### src/rtl/tsync_pkg.sv
package tsync_pkg;

    localparam int REG_W    = 32;
    localparam int SEL_W    = 4;
    localparam int NUM_TAPS = 1 << SEL_W;

    localparam logic [1:0] ADDR_CTL    = 2'd0;
    localparam logic [1:0] ADDR_CORR   = 2'd1;
    localparam logic [1:0] ADDR_CMP_LO = 2'd2;
    localparam logic [1:0] ADDR_CMP_HI = 2'd3;

    // control word, bit 0 at the bottom
    typedef struct packed {
        logic [SEL_W-1:0] sync_sel; // 11:8
        logic             slow;     // 7
        logic             tog;      // 6
        logic             pol;      // 5
        logic             mute;     // 4
        logic             rx_en;    // 3
        logic             seq;      // 2
        logic             wide;     // 1
        logic             run;      // 0
    } tsync_ctl_t;

    localparam int CTL_W = $bits(tsync_ctl_t);

    localparam tsync_ctl_t CTL_RESET = '{
        sync_sel: '0, slow: 1'b0, tog: 1'b0, pol: 1'b1,
        mute: 1'b0, rx_en: 1'b0, seq: 1'b0, wide: 1'b0, run: 1'b0
    };

    typedef enum logic { TB_HELD = 1'b0, TB_RUN = 1'b1 } tb_state_t;
    typedef enum logic { CR_OFF = 1'b0, CR_WAIT = 1'b1 } cr_state_t;
    typedef enum logic { CMP_IDLE = 1'b0, CMP_ACTIVE = 1'b1 } cmp_state_t;

endpackage

### src/rtl/tsync_regs.sv
module tsync_regs
    import tsync_pkg::*;
#(
    parameter int TS_W   = 64,
    parameter int CORR_W = 32
) (
    input  logic              clk,
    input  logic              rst_n,
    input  logic              wr_en,
    input  logic [1:0]        wr_addr,
    input  logic [REG_W-1:0]  wr_data,
    output tsync_ctl_t        ctl,
    output logic [CORR_W-1:0] corr_ivl,
    output logic [TS_W-1:0]   cmp_val
);
    localparam int HALF = TS_W / 2;

    always_ff @(posedge clk or negedge rst_n) begin
        if (!rst_n) begin
            ctl      <= CTL_RESET;
            corr_ivl <= '0;
            cmp_val  <= '1;
        end else if (wr_en) begin
            unique case (wr_addr)
                ADDR_CTL:    ctl <= tsync_ctl_t'(wr_data[CTL_W-1:0]);
                ADDR_CORR:   corr_ivl <= wr_data[CORR_W-1:0];
                ADDR_CMP_LO: cmp_val[HALF-1:0] <= wr_data[HALF-1:0];
                default:     cmp_val[TS_W-1:HALF] <= wr_data[HALF-1:0];
            endcase
        end
    end

endmodule

### src/rtl/tsync_count.sv
module tsync_count
    import tsync_pkg::*;
#(
    parameter int TS_W   = 64,
    parameter int CORR_W = 32
) (
    input  logic              clk,
    input  logic              rst_n,
    input  logic              run,
    input  logic              wide,
    input  logic              slow,
    input  logic [CORR_W-1:0] corr_ivl,
    output logic [TS_W-1:0]   time_now,
    output logic              running
);
    localparam int HALF = TS_W / 2;

    tb_state_t         tb_q, tb_d;
    cr_state_t         cr_q, cr_d;
    logic [CORR_W-1:0] corr_cnt;
    logic              ivl_set;
    logic              corr_tick;
    logic [1:0]        step;
    logic [TS_W-1:0]   sum;
    logic [TS_W-1:0]   time_d;

    assign ivl_set = (corr_ivl != '0);

    // state register process
    always_ff @(posedge clk or negedge rst_n) begin
        if (!rst_n) begin
            tb_q <= TB_HELD;
            cr_q <= CR_OFF;
        end else begin
            tb_q <= tb_d;
            cr_q <= cr_d;
        end
    end

    // next-state logic
    always_comb begin
        tb_d = tb_q;
        unique case (tb_q)
            TB_HELD: if (run)  tb_d = TB_RUN;
            TB_RUN:  if (!run) tb_d = TB_HELD;
            default: tb_d = TB_HELD;
        endcase
        cr_d = cr_q;
        unique case (cr_q)
            CR_OFF:  if (running && ivl_set)    cr_d = CR_WAIT;
            CR_WAIT: if (!running || !ivl_set)  cr_d = CR_OFF;
            default: cr_d = CR_OFF;
        endcase
    end

    assign running   = (tb_q == TB_RUN);
    assign corr_tick = (cr_q == CR_WAIT) && ivl_set
                       && (corr_cnt >= corr_ivl - 1'b1);

    always_ff @(posedge clk or negedge rst_n) begin
        if (!rst_n)
            corr_cnt <= '0;
        else if (cr_q != CR_WAIT || corr_tick)
            corr_cnt <= '0;
        else
            corr_cnt <= corr_cnt + 1'b1;
    end

    // output process: next count
    always_comb begin
        if (!corr_tick)
            step = 2'd1;
        else if (slow)
            step = 2'd0;
        else
            step = 2'd2;
        sum = time_now + TS_W'(step);
        if (!running)
            time_d = '0;
        else if (wide)
            time_d = sum;
        else
            time_d = {{(TS_W-HALF){1'b0}}, sum[HALF-1:0]};
    end

    always_ff @(posedge clk or negedge rst_n) begin
        if (!rst_n)
            time_now <= '0;
        else
            time_now <= time_d;
    end

endmodule

### src/rtl/tsync_cmpsync.sv
module tsync_cmpsync
    import tsync_pkg::*;
#(
    parameter int TS_W      = 64,
    parameter int SYNC_BASE = 17
) (
    input  logic             clk,
    input  logic             rst_n,
    input  logic             running,
    input  logic             tog,
    input  logic             pol,
    input  logic [SEL_W-1:0] sync_sel,
    input  logic [TS_W-1:0]  time_now,
    input  logic [TS_W-1:0]  cmp_val,
    output logic             sync_out,
    output logic             cmp_out
);
    cmp_state_t          cm_q, cm_d;
    logic                hit;
    logic [NUM_TAPS-1:0] taps;
    logic                sync_q;

    assign hit = running && (time_now == cmp_val);

    // tap vector: code 0 is a constant low, codes 1..15 are counter bits
    assign taps[0] = 1'b0;
    for (genvar k = 1; k < NUM_TAPS; k++) begin : g_tap
        assign taps[k] = time_now[SYNC_BASE + k - 1];
    end

    // state register process
    always_ff @(posedge clk or negedge rst_n) begin
        if (!rst_n) begin
            cm_q   <= CMP_IDLE;
            sync_q <= 1'b0;
        end else begin
            cm_q   <= cm_d;
            sync_q <= running ? taps[sync_sel] : 1'b0;
        end
    end

    always_comb begin
        cm_d = cm_q;
        if (!running) begin
            cm_d = CMP_IDLE;
        end else begin
            unique case (cm_q)
                CMP_IDLE:   if (hit) cm_d = CMP_ACTIVE;
                CMP_ACTIVE: begin
                    if (tog) begin
                        if (hit) cm_d = CMP_IDLE;
                    end else if (!hit) begin
                        cm_d = CMP_IDLE;
                    end
                end
                default: cm_d = CMP_IDLE;
            endcase
        end
    end

    // output process
    always_comb begin
        sync_out = sync_q;
        cmp_out  = pol ? (cm_q == CMP_ACTIVE) : (cm_q != CMP_ACTIVE);
    end

endmodule

### src/rtl/tsync_rxstamp.sv
module tsync_rxstamp #(
    parameter int TS_W = 64
) (
    input  logic            clk,
    input  logic            rst_n,
    input  logic            running,
    input  logic            seq,
    input  logic            rx_en,
    input  logic            mute,
    input  logic            rx_pkt,
    input  logic [TS_W-1:0] time_now,
    output logic [TS_W-1:0] rx_stamp,
    output logic            rx_stamp_vld
);
    logic [TS_W-1:0] seq_cnt;
    logic [TS_W-1:0] seq_next;
    logic            deliver;

    assign seq_next = seq_cnt + 1'b1;
    assign deliver  = running && rx_pkt && rx_en && !mute;

    always_ff @(posedge clk or negedge rst_n) begin
        if (!rst_n)
            seq_cnt <= '0;
        else if (!running || !seq)
            seq_cnt <= '0;
        else if (rx_pkt)
            seq_cnt <= seq_next;
    end

    always_ff @(posedge clk or negedge rst_n) begin
        if (!rst_n) begin
            rx_stamp     <= '0;
            rx_stamp_vld <= 1'b0;
        end else if (!running) begin
            rx_stamp     <= '0;
            rx_stamp_vld <= 1'b0;
        end else begin
            rx_stamp_vld <= deliver;
            if (deliver)
                rx_stamp <= seq ? seq_next : time_now;
        end
    end

endmodule

### src/rtl/tsync_timebase.sv
module tsync_timebase
    import tsync_pkg::*;
#(
    parameter int TS_W      = 64,
    parameter int CORR_W    = 32,
    parameter int SYNC_BASE = 17
) (
    input  logic             clk,
    input  logic             rst_n,
    input  logic             wr_en,
    input  logic [1:0]       wr_addr,
    input  logic [REG_W-1:0] wr_data,
    input  logic             rx_pkt,
    output logic [TS_W-1:0]  time_now,
    output logic             sync_out,
    output logic             cmp_out,
    output logic [TS_W-1:0]  rx_stamp,
    output logic             rx_stamp_vld
);
    tsync_ctl_t        ctl;
    logic [CORR_W-1:0] corr_ivl;
    logic [TS_W-1:0]   cmp_val;
    logic              running;

    tsync_regs #(.TS_W(TS_W), .CORR_W(CORR_W)) u_regs (
        .clk      (clk),
        .rst_n    (rst_n),
        .wr_en    (wr_en),
        .wr_addr  (wr_addr),
        .wr_data  (wr_data),
        .ctl      (ctl),
        .corr_ivl (corr_ivl),
        .cmp_val  (cmp_val)
    );

    tsync_count #(.TS_W(TS_W), .CORR_W(CORR_W)) u_count (
        .clk      (clk),
        .rst_n    (rst_n),
        .run      (ctl.run),
        .wide     (ctl.wide),
        .slow     (ctl.slow),
        .corr_ivl (corr_ivl),
        .time_now (time_now),
        .running  (running)
    );

    tsync_cmpsync #(.TS_W(TS_W), .SYNC_BASE(SYNC_BASE)) u_cmpsync (
        .clk      (clk),
        .rst_n    (rst_n),
        .running  (running),
        .tog      (ctl.tog),
        .pol      (ctl.pol),
        .sync_sel (ctl.sync_sel),
        .time_now (time_now),
        .cmp_val  (cmp_val),
        .sync_out (sync_out),
        .cmp_out  (cmp_out)
    );

    tsync_rxstamp #(.TS_W(TS_W)) u_rxstamp (
        .clk          (clk),
        .rst_n        (rst_n),
        .running      (running),
        .seq          (ctl.seq),
        .rx_en        (ctl.rx_en),
        .mute         (ctl.mute),
        .rx_pkt       (rx_pkt),
        .time_now     (time_now),
        .rx_stamp     (rx_stamp),
        .rx_stamp_vld (rx_stamp_vld)
    );

endmodule

### config.mk
export PLATFORM = sky130hd
export DESIGN_NAME = tsync_timebase
export DESIGN_NICKNAME = d
export VERILOG_FILES = /design/src/rtl/tsync_pkg.sv /design/src/rtl/tsync_regs.sv /design/src/rtl/tsync_count.sv /design/src/rtl/tsync_cmpsync.sv /design/src/rtl/tsync_rxstamp.sv /design/src/rtl/tsync_timebase.sv
export SDC_FILE = /design/constraint.sdc
export NUM_CORES = 1
export LEC_CHECK = 0
export BUFFER_PORTS_ARGS = -buffer_cell sky130_fd_sc_hd__clkbuf_2
export CAP_MARGIN = 20
export CORE_ASPECT_RATIO = 1.5
export CORE_MARGIN = 2
export CORE_UTILIZATION = 35
export DETAILED_ROUTE_END_ITERATION = 10
export PLACE_DENSITY_LB_ADDON = 0.08
export SYNTH_ARGS = -nofsm -noshare
export SYNTH_HDL_FRONTEND = slang
export SYNTH_HIERARCHICAL = 1
export SYNTH_SLANG_ARGS = --single-unit
### constraint.sdc
create_clock -name clk -period 5.7 [get_ports clk]
set_input_delay 1.14 -clock clk [delete_from_list [all_inputs] [get_ports clk]]
set_output_delay 1.14 -clock clk [all_outputs]
set_load 0.005 [all_outputs]
## After elaboration in Yosys (flattened, before gate mapping)

Index checks and enable logic that the tools add are counted.

- Output and inout port bits: 131
- Register bits after elaboration: 337
- Input port bits: 38
- Logic and storage cells: 80

- Reduce and logical (&&, ||, !) cells: 22
- Add/sub/neg operators: 4
- Equality and inequality tests: 4
- Magnitude comparators: 2
- Mux-type cells: 24
- Bitwise gates (word level): 3

Operator list:

| kind | number |
|---|---|
| 64-bit two-way mux | 7 |
| 64-bit by 1-bit adder with 64-bit output (second input constant) | 1 |
| 64-bit by 2-bit adder with 64-bit output | 1 |
| 64-bit == test | 1 |
| 32-bit by 1-bit adder with 32-bit output (second input constant) | 1 |
| 32-bit greater-or-equal comparator | 1 |
| 32-bit two-way mux | 1 |
| 32-bit nonzero test | 1 |
| 32-bit by 1-bit subtractor with 32-bit output (second input constant) | 1 |
| 1-bit two-way mux | 11 |
| 2-bit AND reduction | 4 |
| 1-bit logical AND | 7 |
| 4-bit by 5-bit < comparator with 1-bit output (second input constant) | 1 |
| 1-bit binary-select mux with 4-bit select | 1 |
| 1-bit logical NOT | 4 |
| 2-bit two-way mux | 2 |
| 1-bit one-hot mux with 2 select lines | 2 |
| 1-bit logical OR | 3 |
| 1-bit inverter | 3 |
| 3-bit OR reduction | 1 |
| 2-bit by 1-bit == test with 1-bit output (second input constant) | 1 |
| 2-bit == test (second input constant) | 1 |
| 2-bit logical NOT | 1 |
| 2-bit by 1-bit != test with 1-bit output (second input constant) | 1 |
| 2-bit nonzero test | 1 |

## Depth between registers and ports, before layout

Gate-level depths: netlist (run 1).

- Depth in word-level cells: 7
- Mapped depth: 24
- Depth with buffers taken out: 22

## By module

Netlist (run 1), hierarchy kept.

Modules (own cells, without submodules):

| module | cells each | seq. area each (µm²) | instances | area an instance (µm²) |
|---|---|---|---|---|
| tsync_rxstamp | 794 | 3,228.1 | 1 | 7,111.8 |
| tsync_count | 660 | 2,452.4 | 1 | 6,118.4 |
| tsync_regs | 230 | 2,783.9 | 1 | 4,082.7 |
| tsync_cmpsync | 101 | 50.0 | 1 | 904.6 |

## Worst setup path after synthesis (run 1)

Ideal clock, no wire load.

- Path type: reg2reg
- Start point: register u_regs.corr_ivl[14]
- End point: register u_count.time_now[56]
- Arrival time: 5.697 ns
- Stages on the path, launching flop included: 23
- Period minus slack after synthesis: 5.829 ns
- Data required time: 5.568 ns
- Setup time: 0.132 ns
- Path buffers: 1
- Setup slack: -0.129 ns
- Cells stage by stage: dfrtp_1 -> or4_4 -> or4_4 -> or4b_4 -> nand2b_4 -> nor3_2 -> xnor2_1 -> ha_1 -> nand4_1 -> nor4_1 -> a221oi_1 -> nor3b_1 -> o22ai_1 -> nand2_1 -> ha_1 -> fa_1 -> nand2_1 -> nor3_1 -> nand3_1 -> clkbuf_1 -> nor3_1 -> xnor2_1 -> nor2_1

- Longest elaborated chain between the ends: 7
- Elaborated cells between the ends (all ways): 9
- Classes of those cells: add/sub: 2; order compare: 1; mux: 3; reduce/logical: 3

RTL lines:

| element | line | source |
|---|---|---|
| from (decl) | tsync_regs.sv:13 | `output logic [CORR_W-1:0] corr_ivl,` |
| from (signal assigned) | tsync_regs.sv:26 | `ADDR_CORR: corr_ivl <= wr_data[CORR_W-1:0];` |
| 32-bit by 1-bit subtractor with 32-bit output or 32-bit nonzero test (tied branches) | tsync_count.sv:58, tsync_count.sv:27 |  |
| 32-bit greater-or-equal comparator or 1-bit logical AND (tied branches) | tsync_count.sv:58, tsync_count.sv:57 |  |
| 1-bit logical AND (*) | tsync_count.sv:58 | `&& (corr_cnt >= corr_ivl - 1'b1);` |
| 2-bit two-way mux (*) | tsync_count.sv:71 | `if (!corr_tick)` |
| 64-bit by 2-bit adder with 64-bit output (*) | tsync_count.sv:77 | `sum = time_now + TS_W'(step);` |
| 64-bit two-way mux (*) | tsync_count.sv:80 | `else if (wide)` |
| 64-bit two-way mux (*) | tsync_count.sv:78 | `if (!running)` |
| net u_count.time_d[56] | tsync_count.sv:25 | `logic [TS_W-1:0] time_d;` |
| to (signal assigned) | tsync_count.sv:90 | `time_now <= time_d;` |
| to (decl) | tsync_count.sv:13 | `output logic [TS_W-1:0] time_now,` |

Mark *: on every way through the listed nets, which the timed path passes. The rest lies on a longest branch.
A chain may end at the register's enable or synchronous reset.

## Worst setup path in the final report (run 1)

- Start point: register u_regs.corr_ivl[14]
- End point: register u_count.time_now[57]

Same word-level chain as after synthesis.

==> results by group, run 1 <==
Routing
  – Remaining DRCs: 0
  – Highest metal used: met4
  – M1 WL: 24,100 um
  – WL met2: 32,400 um
  – First-pass DRT Iterations: 5
  – Vias per std cell: 5.27
  – Wire length per cell: 22.6 um
  – Final wirelength: 60,000 um
  – DR iter-0 viols: 779
  – Met3 WL post-DR: 1860 um
  – DRT antenna net count: 0
  – Via count: 14,010

Global route
  – Vias in the first global route: 14,276
  – Initial antenna violation count: 0
  – GRT overflow: 0
  – Largest net degree at the start of global routing: 103
  – Global-route wire length before repair: 90,800 um
  – Total GRT Usage: 0.222

CTS
  – CTS sink cnt: 337
  – Worst-Skew Late Latency: 550 ps
  – Worst-path clk slew: 60 ps
  – CTS tree: yes
  – CTS max path bufs: 3
  – CTS H-tree lvls: 2
  – TritonCTS Buffers: 38
  – Clk root buf: clkbuf_16

Synth
  – Post-Syn Area: 18,200 sq um
  – Post-synth top area share: 0.374
  – Post-synth cell types: 70
  – #FFs+latches synth: 337
  – Synth top area cells: dfrtp_1, dfstp_2, xnor2_1
  – Top cell type by total area after synthesis: dfrtp_1
  – Syn_area_per_cell: 10.2 sq um
  – Synth Instances: 1,785
  – Asr flop ratio synth: 1.00
  – Number of flops mapped to enable cells by yosys: 0
  – Count leader, synth: dfrtp_1
  – Post-synth top cells: dfrtp_1, xnor2_1, nor2_1
  – Ys Warns: 6
  – Syn Nets: 1,861
  – Seq/Total Area, Yosys: 0.467
  – Ys flop type: dfrtp_1

Final layout
  – Design area: 21,400 sq um
  – Diode count: 0
  – Fill cells: 5,131
  – Post-layout nets: 2,028
  – Util after Layout: 0.415
  – Synthesis-to-finish area growth: 17.4%
  – Share of cells above drive strength 1: 0.249

Setup path
  – Critical path required time: 6130 ps
  – Crit-path cells: or4_4 -> or4_4 -> or4b_4 -> nand2b_4 -> nor3_2 -> xnor2_1 -> ha_1 -> nand4_1 -> nor2_1 -> a221oi_1 -> nor3b_4 -> o22ai_4 -> and3b_2 -> ha_1 -> a21oi_2 -> nor4b_4 -> nand3_1 -> buf_4 -> nor4_1 -> xnor2_1 -> nor2_1
  – Critical Path End Type: flip-flop
  – CP max stage cell: or4b_4
  – WP data arrival: 5870 ps
  – Worst setup SP type: flip-flop
  – Slowest stage delay, CP: 540 ps
  – Crit-path leading delay family: simple AND/OR/NAND/NOR gates
  – WS Path Type: reg -> reg
  – Worst path bufs/invs: 1
  – Worst Path Max Fanout: 19

Floorplan
  – Rows: 102
  – Initial Util: 0.353
  – Num ports: 169
  – Die Span X: 190 um
  – Core Region: 51,600 sq um
  – Die Y: 283 um
  – Die area: 53,900 sq um

Power and ir drop
  – Pwr Density: 299 nW/um^2
  – Sequential Power Share: 0.450
  – Combinational power share: 0.142
  – Overall Power: 6.38 mW
  – Sw frac: 0.278
  – Psw: 1.78 mW
  – Clock share of power: 0.408
  – Static Leakage: 8.80 nW
  – Int Power: 4.61 mW
  – Max IR drop VDD: 280 uV

Timing
  – Least-Margin Pin Slew: 1050 ps
  – Clock skew: 14.9 ps
  – Final setup viols: 0
  – RSZ-0062 raised after global routing: true
  – WHS: 372 ps
  – Tmin final: 5440 ps
  – Relative max-transition margin: 0.303
  – Final setup margin: 260 ps
  – Slew Viols, Final: 0
  – Crit share post-route: 0.954
  – F_max: 0.184 GHz
  – Hold Fails Final Rpt: 0

Min path
  – Hold crit path type: reg -> reg

Place
  – RePlAce Congestion: 0.855
  – Area after DPL: 19,900 sq um
  – Worst slack, placed: -117 ps
  – Hpwl dp: 43,600 um
  – Buffers added on ports: 168

Outcome
  – Status: complete, no violations

Run
  – Max-capacitance violation count: 0
## placed cells by master, fill, tap and decap left out, drive strengths merged, types with 20 or more instances in the layout
cell type	count
a21oi	52
a22oi	20
and2	46
and3	45
buf	40
clkbuf	229
dfrtp	272
dfstp	65
ha	37
mux2	110
nand2	129
nand3	61
nand4	70
nor2	188
nor3	58
nor4	40
o21ai	82
or3	23
xnor2	190
xor2	99
## metrics by stage
step	std cells	TNS [ps]
4_1_cts	2656	0
2_1_floorplan	1785	0
6_report	2657	0
3_3_place_gp	2584	-123
3_5_place_dp	2587	-1210
5_1_grt	2657	-87.1
## worst register-to-register path: cells and delay by family (launching register included)
kind | cells | cell delay (ps)
and+or+nand+nor | 13 | 3340
buffers and inverters | 1 | 250
xor gates and xnor gates | 2 | 310
DFF | 1 | 380
AOI/OAI and AO/OA | 3 | 480
adders and majority gates | 2 | 560
## power by group through the flow
| stage | Clock, mW | Sequential, mW | Combinational [mW] |
|---|---|---|---|
| CTS | 2.68 | 2.88 | 0.923 |
| global placement | 0 | 2.91 | 0.891 |
| detailed placement | 0 | 2.92 | 0.920 |
| global route | 2.76 | 2.90 | 1.01 |
| floorplan | 0 | 2.84 | 0.571 |
| finish | 2.61 | 2.87 | 0.905 |
## cell type report
type                            count  area (sq um)  area share
Multi-Input combinational cell   1348          9400       0.439
Sequential cell                   337          8510       0.398
Timing Repair Buffer              208          1240      0.0580
Clock buffer                       61          1220      0.0571
Tap cell                          676           846      0.0396
Clock inverter                      8          92.6     0.00433
Inverter                           19          71.3     0.00334
## routing by layer
metal / vias up / global-route usage
met5: - / 0
met1: 7063 / 0.265
li1: 6605 / -
met2: 271 / 0.415
met3: 71 / 0.0239
met4: 0 / 0.0630
## registers in the layout (all words and copies together) (netlist names)
name and flops:
u_cmpsync/cm_q 1, u_regs/ctl 12, u_count/time_now 64, u_count/cr_q 1, u_regs/corr_ivl 32, u_count/running 1, u_count/corr_cnt 32, u_rxstamp/rx_stamp 64
u_cmpsync/sync_out 1, u_rxstamp/rx_stamp_vld 1, u_regs/cmp_val 64, u_rxstamp/seq_cnt 64
## logic make-up (layout without fill, tap and decap cells)
family,count (synthesis),count (layout),share of synthesized area
simple gates,713,713,0.205
compound gates,190,190,0.0618
mux,118,118,0.0758
xor+xnor,289,289,0.139
buf+inv,100,296,0.0241
fa+ha+maj,38,38,0.0265
flops,337,337,0.467
## what timing repair did
item / 4_1_cts / 5_1_grt
gates cloned: 0 / 1
resized for setup: 2 / 18
pin swaps: 0 / 6
hold buffers: 0 / 0
endpoints found under the setup margin: 31 / 46
buffers inserted: 0 / 0
## path summary, 6_finish.rpt
kind                                                  end  cells past startpoint  slack [ps]                            start
setup / recovery           u_count/time_now[57]$_DFF_PN0_                     21         260  u_regs/corr_ivl[14]$_DFFE_PN0P_
hold / removal                  u_count/running$_DFF_PN0_                      0         370        u_regs/ctl[0]$_DFFE_PN0P_
setup reg to reg           u_count/time_now[57]$_DFF_PN0_                     21         260  u_regs/corr_ivl[14]$_DFFE_PN0P_
hold reg to reg                 u_count/running$_DFF_PN0_                      0         370        u_regs/ctl[0]$_DFFE_PN0P_
max in group asynchronous  u_count/corr_cnt[13]$_DFF_PN0_                      2        3840                            rst_n
min in group asynchronous  u_count/corr_cnt[28]$_DFF_PN0_                      1         600                            rst_n
Power figures use the tool's default switching activity.
==> run 2: changes to the inputs <==
--- a/config.mk
+++ b/config.mk
@@ -11,7 +11,9 @@
 export CORE_MARGIN = 2
 export CORE_UTILIZATION = 35
 export DETAILED_ROUTE_END_ITERATION = 10
+export MAX_ROUTING_LAYER = met4
 export PLACE_DENSITY_LB_ADDON = 0.08
+export SKIP_LAST_GASP = 1
 export SYNTH_ARGS = -nofsm -noshare
 export SYNTH_HDL_FRONTEND = slang
 export SYNTH_HIERARCHICAL = 1
==> run 2 against run 1 <==
  * Sequential power about the same
  * Via count increased by 0.54%
  * Power barely moved
  * Design area hardly changed
  * Utilization about the same
  * Largest power group unchanged
  * Combinational power barely moved
  * Fmax decreased by 0.41%
==> results by group, run 2 (synthesis gave the netlist of run 1 again) <==
Run
  – Max-capacitance violation count: 0 (unchanged)

CTS
  – CTS tree: yes
  – TritonCTS Buffers: 38 (unchanged)
  – Post-CTS setup buffers: 0 (unchanged)
  – CTS H-tree lvls: 2 (unchanged)
  – Worst-Skew Late Latency: 550 ps (about the same)
  – CTS sink cnt: 337 (unchanged)
  – Cts hold-fix bufs: 0 (unchanged)
  – CTS max path bufs: 3 (unchanged)
  – Clk root buf: clkbuf_16
  – Worst-path clk slew: 60 ps (about the same)

Routing
  – Vias per std cell: 5.30 (+0.50%)
  – Final wirelength: 60,000 um (about the same)
  – DRT antenna net count: 0 (unchanged)
  – First-pass DRT Iterations: 5 (unchanged)
  – Via count: 14,085 (+0.54%)
  – DR iter-0 viols: 750 (-3.7%)
  – Remaining DRCs: 0 (unchanged)
  – Wire length per cell: 22.6 um (about the same)

Timing
  – Post-route setup TNS: 0 ps (unchanged)
  – F_max: 0.183 GHz (-0.41%)
  – Slew Viols, Final: 0 (unchanged)
  – WHS: 375 ps (+2.37 ps)
  – RSZ-0062 raised after global routing: true
  – Final setup viols: 0 (unchanged)
  – Relative max-transition margin: 0.294 (-0.00921)
  – Hold Fails Final Rpt: 0 (unchanged)
  – Least-Margin Pin Slew: 1060 ps (+13.8 ps)
  – Tmin final: 5460 ps (+22.6 ps)
  – Crit share post-route: 0.958 (+0.00396)
  – Clock skew: 14.9 ps (+0.00380 ps)
  – Final setup margin: 238 ps (-22.6 ps)

Place
  – Worst slack, placed: -117 ps (unchanged)
  – RePlAce Congestion: 0.870 (+1.7%)
  – Hpwl dp: 43,600 um (unchanged)
  – Buffers added on ports: 168 (unchanged)

Final layout
  – Most frequent cells in the layout: dfrtp_1, xnor2_1, nor2_1, clkbuf_2, nand2_1
  – Synthesis-to-finish area growth: 17.3% (about the same)
  – Share of cells above drive strength 1: 0.249 (unchanged)
  – Fill cells: 5,130 (-0.019%)
  – Commonest non-fill, non-tap cell in the layout: dfrtp_1
  – Post-layout nets: 2,028 (unchanged)
  – Multi-input logic area: 9390 sq um (-0.11%)
  – Register area: 8510 sq um (unchanged)

Floorplan
  – Num ports: 169 (unchanged)
  – Die Y: 283 um (unchanged)
  – Rows: 102 (unchanged)
  – Die area: 53,900 sq um (unchanged)
  – Core Region: 51,600 sq um (unchanged)
  – Initial Util: 0.353 (unchanged)
  – Die Span X: 190 um (unchanged)

Power and ir drop
  – Max IR drop VDD: 279 uV (-0.26%)
  – Overall Power: 6.38 mW (about the same)
  – Static Leakage: 8.79 nW (about the same)
  – Pwr Density: 298 nW/um^2 (about the same)

Min path
  – Hold Startpoint: u_regs/ctl[0]$_DFFE_PN0P_
  – Hold crit path type: reg -> reg
  – Worst hold stages: 0 (unchanged)
  – Hold Path End: u_count/running$_DFF_PN0_

Setup path
  – WP data arrival: 5920 ps (+50 ps)
  – Critical Path End Type: flip-flop
  – Critical path required time: 6160 ps (+30 ps)
  – WS Path Type: reg -> reg
  – R2R setup slack: 240 ps (-20 ps)
  – Worst-case reg-to-reg path depth: 22 (+4.8%)
  – Worst Path Max Fanout: 7 (-12)
  – Reg2Reg Launch Point: u_regs/corr_ivl[14]$_DFFE_PN0P_
  – Worst setup SP type: flip-flop
  – FF-to-FF End: u_count/time_now[38]$_DFF_PN0_

Global route
  – GRT overflow: 0 (unchanged)
  – Initial antenna violation count: 0 (unchanged)
  – Vias in the first global route: 14,241 (-0.25%)
  – Total GRT Usage: 0.229 (+0.00649)
  – Global-route wire length before repair: 90,800 um (about the same)
  – Largest net degree at the start of global routing: 103 (unchanged)

Outcome
  – Status: complete, no violations
-- run 2: cell count changes in the layout (fill, tap and decap cells not counted), sizes merged --
cell / delta
diode: +1
-- run 2: critical path: stages (launching register included) --
cell and delay [ps]:
dfrtp_1 380, or4_4 540, or4_4 430, or4b_4 540, nand2b_4 170, nor3_2 130, xnor2_1 150, ha_1 280
nand4_1 160, nor2_1 70, a221oi_1 270, nor3b_4 350, o22ai_4 140, nand2_1 100, ha_2 200, fa_1 190
nand2_1 100, nor3_4 190, nand3_4 140, buf_12 210, buf_4 140, or3_1 340, a21oi_1 160
-- run 2: how the worst max path moves through the flow --
stage	startpoint	endpoint	slack, ps	cells past startpoint
floorplan	u_regs/corr_ivl[14]$_DFFE_PN0P_	u_count/time_now[47]$_DFF_PN0_	50	21
detailed placement	u_regs/corr_ivl[14]$_DFFE_PN0P_	u_count/time_now[17]$_DFF_PN0_	-120	21
global route	u_regs/corr_ivl[14]$_DFFE_PN0P_	u_count/time_now[63]$_DFF_PN0_	-30	21
finish	u_regs/corr_ivl[14]$_DFFE_PN0P_	u_count/time_now[38]$_DFF_PN0_	240	22
global placement	u_regs/corr_ivl[14]$_DFFE_PN0P_	u_count/time_now[40]$_DFF_PN0_	-40	22
CTS	u_regs/corr_ivl[14]$_DFFE_PN0P_	u_count/time_now[48]$_DFF_PN0_	20	21
-- run 2: metal layers --
layer  share of wire  up-vias  track usage
met3           0.032       76       0.0229
met1            0.40     7111        0.265
met4           0.029        0       0.0630
met2            0.54      296        0.415
li1                -     6602            -
met5               0        -            -
-- run 2: layout make-up --
class	instances	share of cell area
Clock inverter	8	0.00433
Inverter	19	0.00334
Tap cell	676	0.0396
Clock buffer	61	0.0571
Sequential cell	337	0.398
Timing Repair Buffer	208	0.0581
Antenna cell	1	0.000117
Multi-Input combinational cell	1348	0.439
-- run 2: stage by stage --
stage / utilization / std cells / cell area, sq um
floorplan: - / 1785 / 18200
global placement: 0.385 / 2584 / 19900
detailed placement: 0.387 / 2587 / 19900
CTS: 0.412 / 2656 / 21300
global route: 0.415 / 2657 / 21400
finish: 0.415 / 2658 / 21400
-- run 2: timing repair --
item | in CTS | in global routing
resized for setup | 2 | 17
cloned | 0 | 1
endpoints found under the setup margin | 31 | 46
pin swaps | 0 | 5
-- run 2: report_power, final --
part	internal (mW)	total (mW)	switching [mW]
sequential	2.66	2.87	0.211
clock	1.56	2.60	1.05
combinational	0.388	0.903	0.515
==> run 3: changes to the inputs <==
--- a/config.mk
+++ b/config.mk
@@ -5,6 +5,7 @@
 export SDC_FILE = /design/constraint.sdc
 export NUM_CORES = 1
 export LEC_CHECK = 0
+export ABC_AREA = 1
 export BUFFER_PORTS_ARGS = -buffer_cell sky130_fd_sc_hd__clkbuf_2
 export CAP_MARGIN = 20
 export CORE_ASPECT_RATIO = 1.5
==> run 3 against run 2 <==
  * Critical path depth rose by 5
  * Combinational power rose by 14%
  * Worst hold slack improved by 7.9 ps
  * Critical path type unchanged
  * Fmax increased by 15%
  * Non-clock buffer count is 20 lower
  * Sequential share of layout area decreased by 3.9 points
  * Clock power up 3%
==> results by group, run 3 <==
Power and ir drop
  – Int Power: 4.53 mW (-1.6%)
  – Static Leakage: 11.1 nW (+27%)
  – Sequential Power Share: 0.432 (-0.018)
  – Combinational power share: 0.158 (+0.016)
  – Psw: 2.00 mW (+13%)
  – Pwr Density: 275 nW/um^2 (-7.7%)
  – Max IR drop VDD: 193 uV (-31%)
  – Sw frac: 0.306 (+0.0281)
  – Clock share of power: 0.410 (+0.002)

Synth
  – Ys flop type: dfrtp_1
  – Ys Warns: 6 (unchanged)
  – Seq/Total Area, Yosys: 0.409 (-0.0583)
  – Post-synth cell types: 48 (-31%)
  – Post-synth top cells: nand2_1, nor2_1, dfrtp_1
  – Asr flop ratio synth: 1.00 (unchanged)
  – Synth Instances: 2,914 (+63%)
  – Number of flops mapped to enable cells by yosys: 0 (unchanged)
  – Count leader, synth: nand2_1
  – #FFs+latches synth: 337 (unchanged)
  – Syn_area_per_cell: 7.14 sq um (-30%)
  – Syn Nets: 2,990 (+61%)
  – Synth top area cells: dfrtp_1, nand2_1, dfstp_2
  – Top cell type by total area after synthesis: dfrtp_1
  – Post-Syn Area: 20,800 sq um (+14%)
  – Post-synth top area share: 0.327 (-0.0466)

Timing
  – RSZ-0062 raised after global routing: false
  – Slew Viols, Final: 0 (unchanged)
  – Relative max-transition margin: 0.283 (-0.0106)
  – Post-route setup TNS: 0 ps (unchanged)
  – Clock skew: 20.2 ps (+5.30 ps)
  – Hold Fails Final Rpt: 0 (unchanged)
  – Crit share post-route: 0.834 (-0.124)
  – Tmin final: 4750 ps (-709 ps)
  – Least-Margin Pin Slew: 1070 ps (+13.3 ps)
  – F_max: 0.210 GHz (+15%)
  – Final setup viols: 0 (unchanged)

Setup path
  – Top cell by count, worst path: nand2_1
  – Worst setup SP type: flip-flop
  – CP max stage cell: nor4_1
  – Worst Path Max Fanout: 5 (-2)
  – Critical path required time: 6200 ps (+40 ps)
  – WP data arrival: 5250 ps (-670 ps)
  – Slowest stage delay, CP: 590 ps (+50 ps)
  – Critical Path End Type: flip-flop
  – WS Path Type: reg -> reg

Routing
  – Vias per std cell: 5.18 (-2.2%)
  – DRT antenna net count: 0 (unchanged)
  – DR iter-0 viols: 1,573 (+110%)
  – Remaining DRCs: 0 (unchanged)
  – First-pass DRT Iterations: 6 (+1)
  – Final wirelength: 83,600 um (+39%)
  – Wire length per cell: 21.6 um (-4.1%)
  – Via count: 20,007 (+42%)

CTS
  – TritonCTS Buffers: 40 (+5.3%)
  – CTS tree: yes
  – CTS max path bufs: 3 (unchanged)
  – Cts hold-fix bufs: 0 (unchanged)
  – Post-CTS setup buffers: 0 (unchanged)
  – Worst-path clk slew: 60 ps (about the same)
  – Worst-Skew Late Latency: 570 ps (+20 ps)
  – CTS H-tree lvls: 2 (unchanged)
  – CTS sink cnt: 337 (unchanged)
  – Clk root buf: clkbuf_16
  – CTS resizes: 0 (-2)

Final layout
  – Commonest non-fill, non-tap cell in the layout: nand2_1
  – Layout Cells excl Fill: 3,861 (+45%)
  – Post-layout nets: 3,129 (+54%)
  – Share of cells above drive strength 1: 0.149 (-0.101)
  – Most frequent cells in the layout: nand2_1, nor2_1, dfrtp_1, inv_1, clkbuf_2
  – Synthesis-to-finish area growth: 13.9%

Place
  – Placed Cells: 3,788 (+46%)
  – Buffers added on ports: 168 (unchanged)
  – Hpwl dp: 63,700 um (+46%)
  – RePlAce Congestion: 0.924 (+6.1%)

Global route
  – Total GRT Usage: 0.280 (+0.0515)
  – Global-route wire length before repair: 125,000 um (+38%)
  – Vias in the first global route: 19,566 (+37%)
  – Largest net degree at the start of global routing: 98 (-4.9%)
  – GRT overflow: 0 (unchanged)
  – Initial antenna violation count: 1 (+1)

Floorplan
  – Num ports: 169 (unchanged)
  – Core Region: 58,900 sq um (+14%)
  – Initial Util: 0.353 (about the same)
  – Rows: 109 (+6.9%)
  – Die area: 61,500 sq um (+14%)
  – Die Span X: 203 um (+6.7%)
  – Die Y: 303 um (+6.8%)

Outcome
  – Status: complete, no violations

Run
  – Max-capacitance violation count: 0 (unchanged)

Min path
  – Hold crit path type: reg -> reg
[run 3: worst paths after layout]
path / depth (start not counted) / endpoint / from / slack [ps]
max: 27 / u_count/time_now[57]$_DFF_PN0_ / u_regs/corr_ivl[0]$_DFFE_PN0P_ / 950
min: 0 / u_count/running$_DFF_PN0_ / u_regs/ctl[0]$_DFFE_PN0P_ / 380
max reg2reg: 27 / u_count/time_now[57]$_DFF_PN0_ / u_regs/corr_ivl[0]$_DFFE_PN0P_ / 950
min reg2reg: 0 / u_count/running$_DFF_PN0_ / u_regs/ctl[0]$_DFFE_PN0P_ / 380
max in group asynchronous: 2 / u_rxstamp/rx_stamp[54]$_DFFE_PN0P_ / rst_n / 3860
min in group asynchronous: 1 / u_count/corr_cnt[25]$_DFF_PN0_ / rst_n / 550
[run 3: power by group through the flow]
stage	sequential [mW]	combinational (mW)	clock (mW)
after floorplan	2.81	0.668	0
final	2.82	1.03	2.68
after global routing	2.85	1.16	2.85
after CTS	2.82	1.05	2.75
after detailed placement	2.86	1.04	0
after global placement	2.86	1.02	0
[run 3: layer usage]
layer  vias to the layer above  part of all wire  routed length (um)  track usage
li1                       9623                 -                   -            -
met1                      9609              0.41               33900        0.331
met2                       621              0.51               42300        0.490
met3                       154             0.045                3800       0.0278
met5                         -                 0                   0            -
met4                         0             0.043                3590        0.108
[run 3: metrics by stage]
step                      power, mW  setup WS, ps  utilization  hold WS (ps)  area, sq um
after floorplan                3.47          1840            -           354        20800
after global placement         3.88          1010        0.380           362        22400
after detailed placement       3.90           939        0.380           368        22400
after CTS                      6.62           915        0.403           382        23700
after global routing           6.86           381        0.403           395        23700
final                          6.53           947        0.403           383        23700
[run 3: critical path, delay by kind of cell (launching register included)]
kind / cells / cell delay (ps)
simple gates: 22 / 3250
fa+ha+maj: 3 / 700
flops: 1 / 400
xor+xnor: 1 / 180
buf+inv: 1 / 140
[run 3: area by class of cell]
cell class | count | area, sq um
antenna | 2 | 5.00
multi-input combinational | 2187 | 10800
clock buffer | 54 | 1160
sequential | 337 | 8510
clock inverter | 17 | 169
tap | 777 | 972
timing repair buffer | 188 | 1020
inverter | 299 | 1120
fill | 6330 | 35200
[run 3: kinds of logic (layout without fill, tap and decap cells)]
family / Yosys count / count (layout) / synth area share
other cells: 0 / 2 / 0
xor+xnor: 104 / 104 / 0.0438
fa+ha+maj: 38 / 38 / 0.0232
simple gates: 1755 / 1755 / 0.374
compound gates: 290 / 290 / 0.0744
flops: 337 / 337 / 0.409
buf+inv: 390 / 558 / 0.0754
